**src/rtl/mac_side_pkg.sv**
```systemverilog
package mac_side_pkg;
  parameter int unsigned MAC_OP_W  = 32;
  localparam int unsigned MAC_ACC_W = 2 * MAC_OP_W;

  typedef logic [MAC_OP_W-1:0]  mac_op_t;
  typedef logic [MAC_ACC_W-1:0] mac_acc_t;

  typedef struct packed {
    mac_acc_t sum;
    logic     wrap;
  } mac_sum_t;

  // Full-width unsigned product.
  function automatic mac_acc_t mac_mul(input mac_op_t a, input mac_op_t b);
    return {{MAC_OP_W{1'b0}}, a} * {{MAC_OP_W{1'b0}}, b};
  endfunction

  // Modular add; wrap is flagged when the result falls below the old value.
  function automatic mac_sum_t mac_add(input mac_acc_t old_acc, input mac_acc_t addend);
    mac_sum_t r;
    r.sum  = old_acc + addend;
    r.wrap = (r.sum < old_acc);
    return r;
  endfunction
endpackage

```
**src/rtl/mac_xfer_dec.sv**
```systemverilog
module mac_xfer_dec #(
  parameter int BASE_REG = 25,
  parameter int NREG     = 3,
  parameter int RB       = 4,
  parameter int SEL_W    = 5,
  parameter int LANE_W   = 2,
  parameter int LEN_W    = 4,
  localparam int WIN_B   = NREG * RB
) (
  input  logic              en_i,
  input  logic [SEL_W-1:0]  sel_i,
  input  logic [LANE_W-1:0] lane_i,
  input  logic [LEN_W-1:0]  len_i,
  output logic              ok_o,
  output logic              err_o,
  output logic [7:0]        start_o,
  output logic [WIN_B-1:0]  mask_o
);
  logic [7:0] rel_w, stop_w;
  logic       in_rng_w;

  always_comb begin
    rel_w    = 8'(sel_i) - 8'(BASE_REG);
    in_rng_w = (rel_w < 8'(NREG));
    start_o  = rel_w * 8'(RB) + 8'(lane_i);
    stop_w   = start_o + 8'(len_i);
    ok_o     = en_i && in_rng_w && (len_i != '0) && (stop_w <= 8'(WIN_B));
    err_o    = en_i && !ok_o;
  end

  for (genvar j = 0; j < WIN_B; j++) begin : g_mask
    assign mask_o[j] = ok_o && (8'(j) >= start_o) && (8'(j) < stop_w);
  end
endmodule

```
**src/rtl/mac_core.sv**
```systemverilog
module mac_core
  import mac_side_pkg::*;
#(
  parameter int RB    = MAC_OP_W / 8,
  localparam int WIN_B = 3 * RB
) (
  input  logic             clk_i,
  input  logic             rst_ni,
  input  logic             tick_i,
  input  mac_op_t          opa_i,
  input  mac_op_t          opb_i,
  input  logic             wr_ok_i,
  input  logic             touch_i,
  input  logic [WIN_B-1:0] wr_mask_i,
  input  logic [8*WIN_B-1:0] wr_win_i,
  output logic             mode_o,
  output logic             carry_o,
  output mac_acc_t         prod_o,
  output mac_acc_t         acc_o
);
  logic     mode_q, mode_n, carry_q, carry_n;
  mac_acc_t prod_q, prod_n, acc_q, acc_n;
  mac_sum_t step_w;
  logic     unused_mode_bits;

  assign unused_mode_bits = ^wr_win_i[8*RB-1:2];

  always_comb begin
    mode_n  = mode_q;
    carry_n = carry_q;
    prod_n  = prod_q;
    acc_n   = acc_q;
    step_w  = '0;
    if (wr_ok_i) begin
      if (wr_mask_i[0]) begin
        mode_n = wr_win_i[0];
        if (wr_win_i[1]) begin
          carry_n = 1'b0;
          acc_n   = '0;
        end
      end
      for (int j = 0; j < 2 * RB; j++) begin
        if (wr_mask_i[RB + j]) prod_n[8*j +: 8] = wr_win_i[8*(RB + j) +: 8];
      end
      if (touch_i && mode_n) begin
        step_w = mac_add(acc_n, mac_mul(opa_i, opb_i));
        acc_n  = step_w.sum;
        prod_n = step_w.sum;
        if (step_w.wrap) carry_n = 1'b1;
      end
    end
    if (tick_i && !mode_n) begin
      prod_n = mac_mul(opa_i, opb_i);
      acc_n  = '0;
    end
  end

  always_ff @(posedge clk_i) begin
    if (!rst_ni) begin
      mode_q  <= 1'b0;
      carry_q <= 1'b0;
      prod_q  <= '0;
      acc_q   <= '0;
    end else begin
      mode_q  <= mode_n;
      carry_q <= carry_n;
      prod_q  <= prod_n;
      acc_q   <= acc_n;
    end
  end

  assign mode_o  = mode_q;
  assign carry_o = carry_q;
  assign prod_o  = prod_q;
  assign acc_o   = acc_q;
endmodule

```
**src/rtl/mac_side_unit.sv**
```systemverilog
module mac_side_unit
  import mac_side_pkg::*;
#(
  parameter int BASE_REG = 25,
  parameter int SEL_W    = 5,
  localparam int RB      = MAC_OP_W / 8,
  localparam int NREG    = 3,
  localparam int WIN_B   = NREG * RB,
  localparam int WIN_W   = 8 * WIN_B,
  localparam int LANE_W  = $clog2(RB),
  localparam int LEN_W   = $clog2(WIN_B + 1)
) (
  input  logic              clk_i,
  input  logic              rst_ni,
  input  logic              tick_i,
  input  logic [MAC_OP_W-1:0] opa_i,
  input  logic [MAC_OP_W-1:0] opb_i,
  input  logic              wr_en_i,
  input  logic [SEL_W-1:0]  wr_sel_i,
  input  logic [LANE_W-1:0] wr_lane_i,
  input  logic [LEN_W-1:0]  wr_len_i,
  input  logic [WIN_W-1:0]  wr_data_i,
  output logic              wr_err_o,
  input  logic              rd_en_i,
  input  logic [SEL_W-1:0]  rd_sel_i,
  input  logic [LANE_W-1:0] rd_lane_i,
  input  logic [LEN_W-1:0]  rd_len_i,
  output logic [WIN_W-1:0]  rd_data_o,
  output logic              rd_err_o,
  output logic              carry_o
);
  logic             wr_ok_w, rd_ok_w, touch_w, mode_w, carry_w;
  logic [7:0]       wr_start_w, rd_start_w;
  logic [WIN_B-1:0] wr_mask_w, rd_mask_w;
  logic [WIN_W-1:0] wr_win_w, state_win_w, rd_shift_w;
  mac_acc_t         prod_w, acc_w;
  logic             unused_rd_mask;

  mac_xfer_dec #(.BASE_REG(BASE_REG), .NREG(NREG), .RB(RB), .SEL_W(SEL_W),
                 .LANE_W(LANE_W), .LEN_W(LEN_W)) u_wr_dec (
    .en_i(wr_en_i), .sel_i(wr_sel_i), .lane_i(wr_lane_i), .len_i(wr_len_i),
    .ok_o(wr_ok_w), .err_o(wr_err_o), .start_o(wr_start_w), .mask_o(wr_mask_w));

  mac_xfer_dec #(.BASE_REG(BASE_REG), .NREG(NREG), .RB(RB), .SEL_W(SEL_W),
                 .LANE_W(LANE_W), .LEN_W(LEN_W)) u_rd_dec (
    .en_i(rd_en_i), .sel_i(rd_sel_i), .lane_i(rd_lane_i), .len_i(rd_len_i),
    .ok_o(rd_ok_w), .err_o(rd_err_o), .start_o(rd_start_w), .mask_o(rd_mask_w));

  assign unused_rd_mask = ^rd_mask_w;
  assign touch_w  = wr_ok_w && (wr_sel_i == SEL_W'(BASE_REG));
  assign wr_win_w = wr_data_i << {wr_start_w, 3'b000};

  mac_core #(.RB(RB)) u_core (
    .clk_i(clk_i), .rst_ni(rst_ni), .tick_i(tick_i),
    .opa_i(opa_i), .opb_i(opb_i),
    .wr_ok_i(wr_ok_w), .touch_i(touch_w), .wr_mask_i(wr_mask_w), .wr_win_i(wr_win_w),
    .mode_o(mode_w), .carry_o(carry_w), .prod_o(prod_w), .acc_o(acc_w));

  assign state_win_w = {prod_w, {(8*RB-2){1'b0}}, carry_w, mode_w};
  assign rd_shift_w  = state_win_w >> {rd_start_w, 3'b000};

  for (genvar k = 0; k < WIN_B; k++) begin : g_rd
    assign rd_data_o[8*k +: 8] = (rd_ok_w && (8'(k) < 8'(rd_len_i))) ? rd_shift_w[8*k +: 8] : 8'h00;
  end

  assign carry_o = carry_w;
endmodule

```
**config.mk**
```make
export PLATFORM = sky130hd
export DESIGN_NAME = mac_side_unit
export DESIGN_NICKNAME = d
export VERILOG_FILES = /design/src/rtl/mac_side_pkg.sv /design/src/rtl/mac_xfer_dec.sv /design/src/rtl/mac_core.sv /design/src/rtl/mac_side_unit.sv
export SDC_FILE = /design/constraint.sdc
export NUM_CORES = 2
export LEC_CHECK = 0
export BUFFER_PORTS_ARGS = -buffer_cell sky130_fd_sc_hd__buf_2
export CAP_MARGIN = 5
export CORE_MARGIN = 5
export CORE_UTILIZATION = 30
export DETAILED_ROUTE_END_ITERATION = 12
export PLACE_DENSITY_LB_ADDON = 0.15
export SLEW_MARGIN = 20
export SYNTH_ARGS = -nofsm -noshare
export SYNTH_HDL_FRONTEND = slang
export SYNTH_SLANG_ARGS = --single-unit
```
**constraint.sdc**
```tcl
create_clock -name clk_i -period 38.1 [get_ports clk_i]
set_clock_uncertainty 0.2 [all_clocks]
set_input_delay 3.81 -clock clk_i [delete_from_list [all_inputs] [get_ports clk_i]]
set_output_delay 3.81 -clock clk_i [all_outputs]
set_load 0.05 [all_outputs]
```
; ---- Word-level counts from Yosys, hierarchy flattened
; Index checks and enable logic that the tools add are counted.
[totals]
ff_bits = 130
input_bits = 187
output_inout_bits = 99
elab_cells = 156
[classes]
add_sub_neg = 7
mul = 1
order_cmp = 35
eq_ne = 1
shift = 2
muxes = 34
n_bitwise = 1
reduce_logical = 64
[ops]
columns = cell, n
row1 = $mux 64, 7
row2 = $mux 8, 20
row3 = $shl 96x11->96, 1
row4 = $shr 96x11->96, 1
row5 = $add 64x64->64, 1
row6 = $lt 64x64->1, 1
row7 = $mul 32x32->64, 1
row8 = $logic_and 1x1->1, 41
row9 = $ge 3x8->1 const A, 4
row10 = $ge 4x8->1 const A, 4
row11 = $lt 3x8->1 const A, 4
row12 = $lt 4x8->1 const A, 4
row13 = $reduce_bool 3->1, 8
row14 = $add 8x2->8, 2
row15 = $add 8x4->8, 2
row16 = $le 8x4->1 const B, 2
row17 = $lt 3x4->1 const A, 4
row18 = $lt 4x4->1 const A, 4
row19 = $lt 8x2->1 const B, 2
row20 = $reduce_and 2->1, 8
row21 = $sub 5x5->6 const B, 2
row22 = $ge 1x8->1 const A, 1
row23 = $lt 1x4->1 const A, 2
row24 = $lt 1x8->1 const A, 1
row25 = 8 further kinds, 18

; ---- Logic depth before layout (Yosys ltp)
[depth]
word_depth = 14
ltp_mapped = 54
ltp_nobuf = 51

; ---- Modules after synthesis
; From an unflattened synthesis, not the netlist that was laid out.
[hier_totals]
cells_unflattened = 6411
area_unflattened_um2 = 52690.5
[modules_own_cells]
columns = mod, instances, cells_per_inst, area_per_inst_um2
row1 = mac_core, 1, 5314, 44644.1
row2 = mac_side_unit, 1, 891, 6480.0
row3 = mac_xfer_dec, 2, 103, 783.3

; ---- Worst setup path before layout
; OpenSTA, ideal clock, no wires.
[synth_timing]
path_type = in2reg
start = in opa_i[10]
end = reg u_core.carry_q, in the netlist u_core.carry_o
setup_ps = 118
arrival_time_ps = 14396
required_ps = 37782
path_slack_ps = 23386
cell_stages = 47
path_buffers = 3
path_cell_list = clkbuf_1 -> and2_1 -> fa_1 -> inv_1 -> fa_1 -> inv_1 -> fa_1 -> inv_1 -> fa_1 -> inv_1 -> fa_1 -> fa_1 -> fa_1 -> fa_1 -> ha_1 -> clkbuf_1 -> nand4_1 -> nor4_1 -> [... 11 more ...] -> and4_1 -> o21ai_2 -> o41a_1 -> a2111oi_4 -> nor2b_1 -> xnor2_1 -> ha_1 -> nand3_1 -> nor2_1 -> nand2_1 -> or3_1 -> nor4_1 -> nor2b_1 -> nor4_1 -> o21ai_0 -> nor3_1 -> o221ai_1 -> nand2_1
[synth_between]
elab_chain_len = 5
[synth_lines]
columns = item, line_no
row1 = from (decl), mac_side_unit.sv:16  ; input logic [MAC_OP_W-1:0] opa_i,
row2 = $mul 32x32->64, mac_side_pkg.sv:15  ; return {{MAC_OP_W{1'b0}}, a} * {{MAC_OP_W{1'b0}}, b};
row3 = $add 64x64->64, mac_side_pkg.sv:21  ; r.sum = old_acc + addend;
row4 = $lt 64x64->1, mac_side_pkg.sv:22  ; r.wrap = (r.sum < old_acc);
row5 = $mux 1, mac_core.sv:49  ; if (step_w.wrap) carry_n = 1'b1;
row6 = $mux 1, mac_core.sv:45  ; if (touch_i && mode_n) begin
row7 = to (signal assigned), mac_core.sv:66  ; carry_q <= carry_n;
row8 = to (decl), mac_core.sv:21  ; logic mode_q, mode_n, carry_q, carry_n;
; No other way between the ends.
; A chain may end at the register's enable or synchronous reset.

; ---- Final worst setup path
[layout_timing]
start = in opb_i[18]
end = reg u_core.carry_q, in the netlist u_core.carry_o
[layout_between]
elab_chain_len = 5
[layout_lines]
columns = item, line_no
row1 = from (decl), mac_side_unit.sv:17  ; input logic [MAC_OP_W-1:0] opb_i,
row2 = $mul 32x32->64, mac_side_pkg.sv:15
row3 = $add 64x64->64, mac_side_pkg.sv:21
row4 = $lt 64x64->1, mac_side_pkg.sv:22
row5 = $mux 1, mac_core.sv:49
row6 = $mux 1, mac_core.sv:45
; No other way between the ends.

==> results.json <==
{
  "yosysWarningCount": 0,
  "wl_per_cell_um": 22.32,
  "avgSynthCellArea_um2": 8.070,
  "wirelength_um": 188900,
  "track_usage_pct": 21.37,
  "fmax_ghz": 0.05993,
  "dp.final_hpwl_um": 156300,
  "crit_type": "in2reg",
  "cp-end-kind": "flip-flop",
  "mostFrequentLayoutCells": "nand2_1 (999), inv_1 (982), fa_1 (899)",
  "overflow": 0,
  "min_period_ns": 16.68,
  "cp.required_ns": 38.23,
  "crit_arrival_ns": 16.82,
  "ys_ff_latch": 130,
  "clock_latency_ns": 0.45,
  "clock-sinks": 130,
  "placed_cells": 8423,
  "cts_resized": 0,
  "grt_pass1_wl_um": 291100,
  "tightest_slew_ns": 1.146,
  "start_util_pct": 30.21,
  "cpMostUsedCell": "fa_1",
  "drc": 0,
  "final_common_cell": "nand2_1",
  "async_reset_ff_share_pct": 0,
  "antenna_found_initial": 16,
  "outcome": "completed",
  "cts.htree.levels": 4,
  "die_w_um": 420.6,
  "tns_ns": 0,
  "drt_pass1_iterations": 8,
  "netlist_instances": 6266,
  "synth_area_um2": 50570,
  "drive_gt1_share_pct": 7.774,
  "finalSetupViolCount": 0,
  "stdcell_count": 8462,
  "gp_congestion": 0.9494,
  "synth_ff_type": "dfxtp_1",
  "fp.dieH_um": 420.6,
  "slew_headroom_pct": 23.62,
  "grt_pass1_vias": 44480,
  "holdCritPathClass": "reg2reg",
  "drtIter0Drc": 3202,
  "hold_violations": 0,
  "synth_cell_types": 90,
  "holdWs_ns": 0.2524,
  "synth_edf_count": 0,
  "worstSetupStartpointType": "input port",
  "post_cts_buffers": 0,
  "path_clk_slew_ns": 0.07,
  "postCtsHoldBufs": 0,
  "die_area_um2": 176900,
  "vias": 43510,
  "rows": 150,
  "post-route-util_pct": 32.47,
  "synth-seq-area-share_pct": 5.146,
  "core_area_um2": 167400,
  "max_stage_delay_ns": 0.69,
  "area_delta_synth_final_pct": 7.507,
  "rsz0062_at_grt": "false",
  "cts_tree": "yes",
  "grt_max_degree": 67,
  "syn-num-nets": 7756,
  "crit_fanout": 32,
  "final_nets": 7729,
  "portBuffers": 285,
  "antenna_left": 0,
  "ioPinCount": 286,
  "cts-buffers-inserted": 17,
  "timing.final.crit_share_pct": 43.79,
  "drv_cap": 0,
  "slowest_stage": "fa_1",
  "via_per_inst": 5.142,
  "clock_path_buffers": 2,
  "slew_violations": 0,
  "ctsRootBufferMaster": "clkbuf_16"
}
-- area by class of cell --
cell class / count / area (um2)
flip-flops and latches: 130 / 2603
repair buffers: 339 / 1834
clock buffers: 19 / 452.9
multi-input cells: 4767 / 42860
fillers: 18090 / 113000
clock inverters: 13 / 151.4
inverters: 984 / 3694
well taps: 2204 / 2758
diodes: 6 / 15.01
-- Yosys cell counts (all sizes together), types with 9 or more instances --
| cell type | number | area share (%) |
|---|---|---|
| a211oi | 43 | 0.64 |
| a21o | 68 | 1.0 |
| a21oi | 329 | 3.3 |
| a221o | 9 | 0.18 |
| a221oi | 29 | 0.50 |
| a22oi | 23 | 0.34 |
| a31o | 13 | 0.23 |
| a31oi | 38 | 0.48 |
| a32oi | 17 | 0.29 |
| a41oi | 9 | 0.16 |
| and2 | 532 | 6.6 |
| and3 | 38 | 0.47 |
| and4 | 12 | 0.21 |
| buf | 45 | 0.38 |
| clkbuf | 340 | 2.5 |
| dfxtp | 130 | 5.1 |
| fa | 899 | 36 |
| ha | 404 | 10 |
| inv | 983 | 7.3 |
| mux2 | 62 | 1.4 |
| mux2i | 117 | 2.3 |
| nand2 | 1002 | 7.5 |
| nand2b | 25 | 0.31 |
| nand3 | 40 | 0.40 |
| nand4 | 33 | 0.41 |
| nor2 | 297 | 2.2 |
| nor2b | 44 | 0.54 |
| nor3 | 70 | 0.69 |
| nor4 | 16 | 0.20 |
| o2111ai | 11 | 0.19 |
| o211ai | 38 | 0.56 |
| o21a | 18 | 0.27 |
| o21ai | 211 | 2.1 |
| o21bai | 26 | 0.39 |
| o22ai | 20 | 0.25 |
| o31ai | 25 | 0.43 |
| or3 | 21 | 0.26 |
| xnor2 | 92 | 1.7 |
| xor2 | 44 | 0.78 |
-- worst max-delay path, delay by kind of cell --
kind                       cells  cell delay (ns)
and+or+nand+nor               15             2.52
adders and majority gates     11             5.50
buffers and inverters          5             1.00
AOI/OAI and AO/OA             15             3.25
xor gates and xnor gates       2             0.66
-- per-layer routing --
layer,GRT usage [%],part of all wire (%),vias up
met2,34.64,46,1258
met5,0,0.032,-
li1,-,-,19880
met4,3.420,1.8,10
met1,31.39,47,22220
met3,2.035,5.1,141
-- registers in the layout, summed over array words and instances (netlist names) --
name	flops
u_core.mode_o	1
u_core.prod_o	64
u_core.acc_o	64
u_core.carry_o	1
-- path summary, 6_finish.rpt --
path | from | to | slack, ns | cells past startpoint
max | opb_i[18] | u_core.carry_o | 21.42 | 48
min | u_core.acc_o[35] | u_core.acc_o[35] | 0.25 | 2
max reg2reg | u_core.acc_o[0] | u_core.carry_o | 30.79 | 30
min reg2reg | u_core.acc_o[35] | u_core.acc_o[35] | 0.25 | 2
-- through the flow --
step	area [um2]	setup slack (ns)
finish	54360	21.42
global route	54360	20.63
CTS	54340	21.45
detailed placement	53740	21.06
global placement	53730	21.10
floorplan	50570	23.39
-- logic make-up (layout without fill, tap and decap cells) --
| group | after synthesis | count (layout) | synth area share, % |
|---|---|---|---|
| compound gates | 994 | 994 | 12.53 |
| xor+xnor | 136 | 136 | 2.474 |
| fa+ha+maj | 1303 | 1303 | 45.59 |
| buf+inv | 1369 | 1355 | 10.20 |
| flops | 130 | 130 | 5.146 |
| mux | 187 | 187 | 4.053 |
| other cells | 0 | 6 | 0 |
| simple gates | 2147 | 2147 | 20.01 |
Power is not shown: default switching activity piles up to over one toggle a cycle in this logic, so the estimate is an artifact.
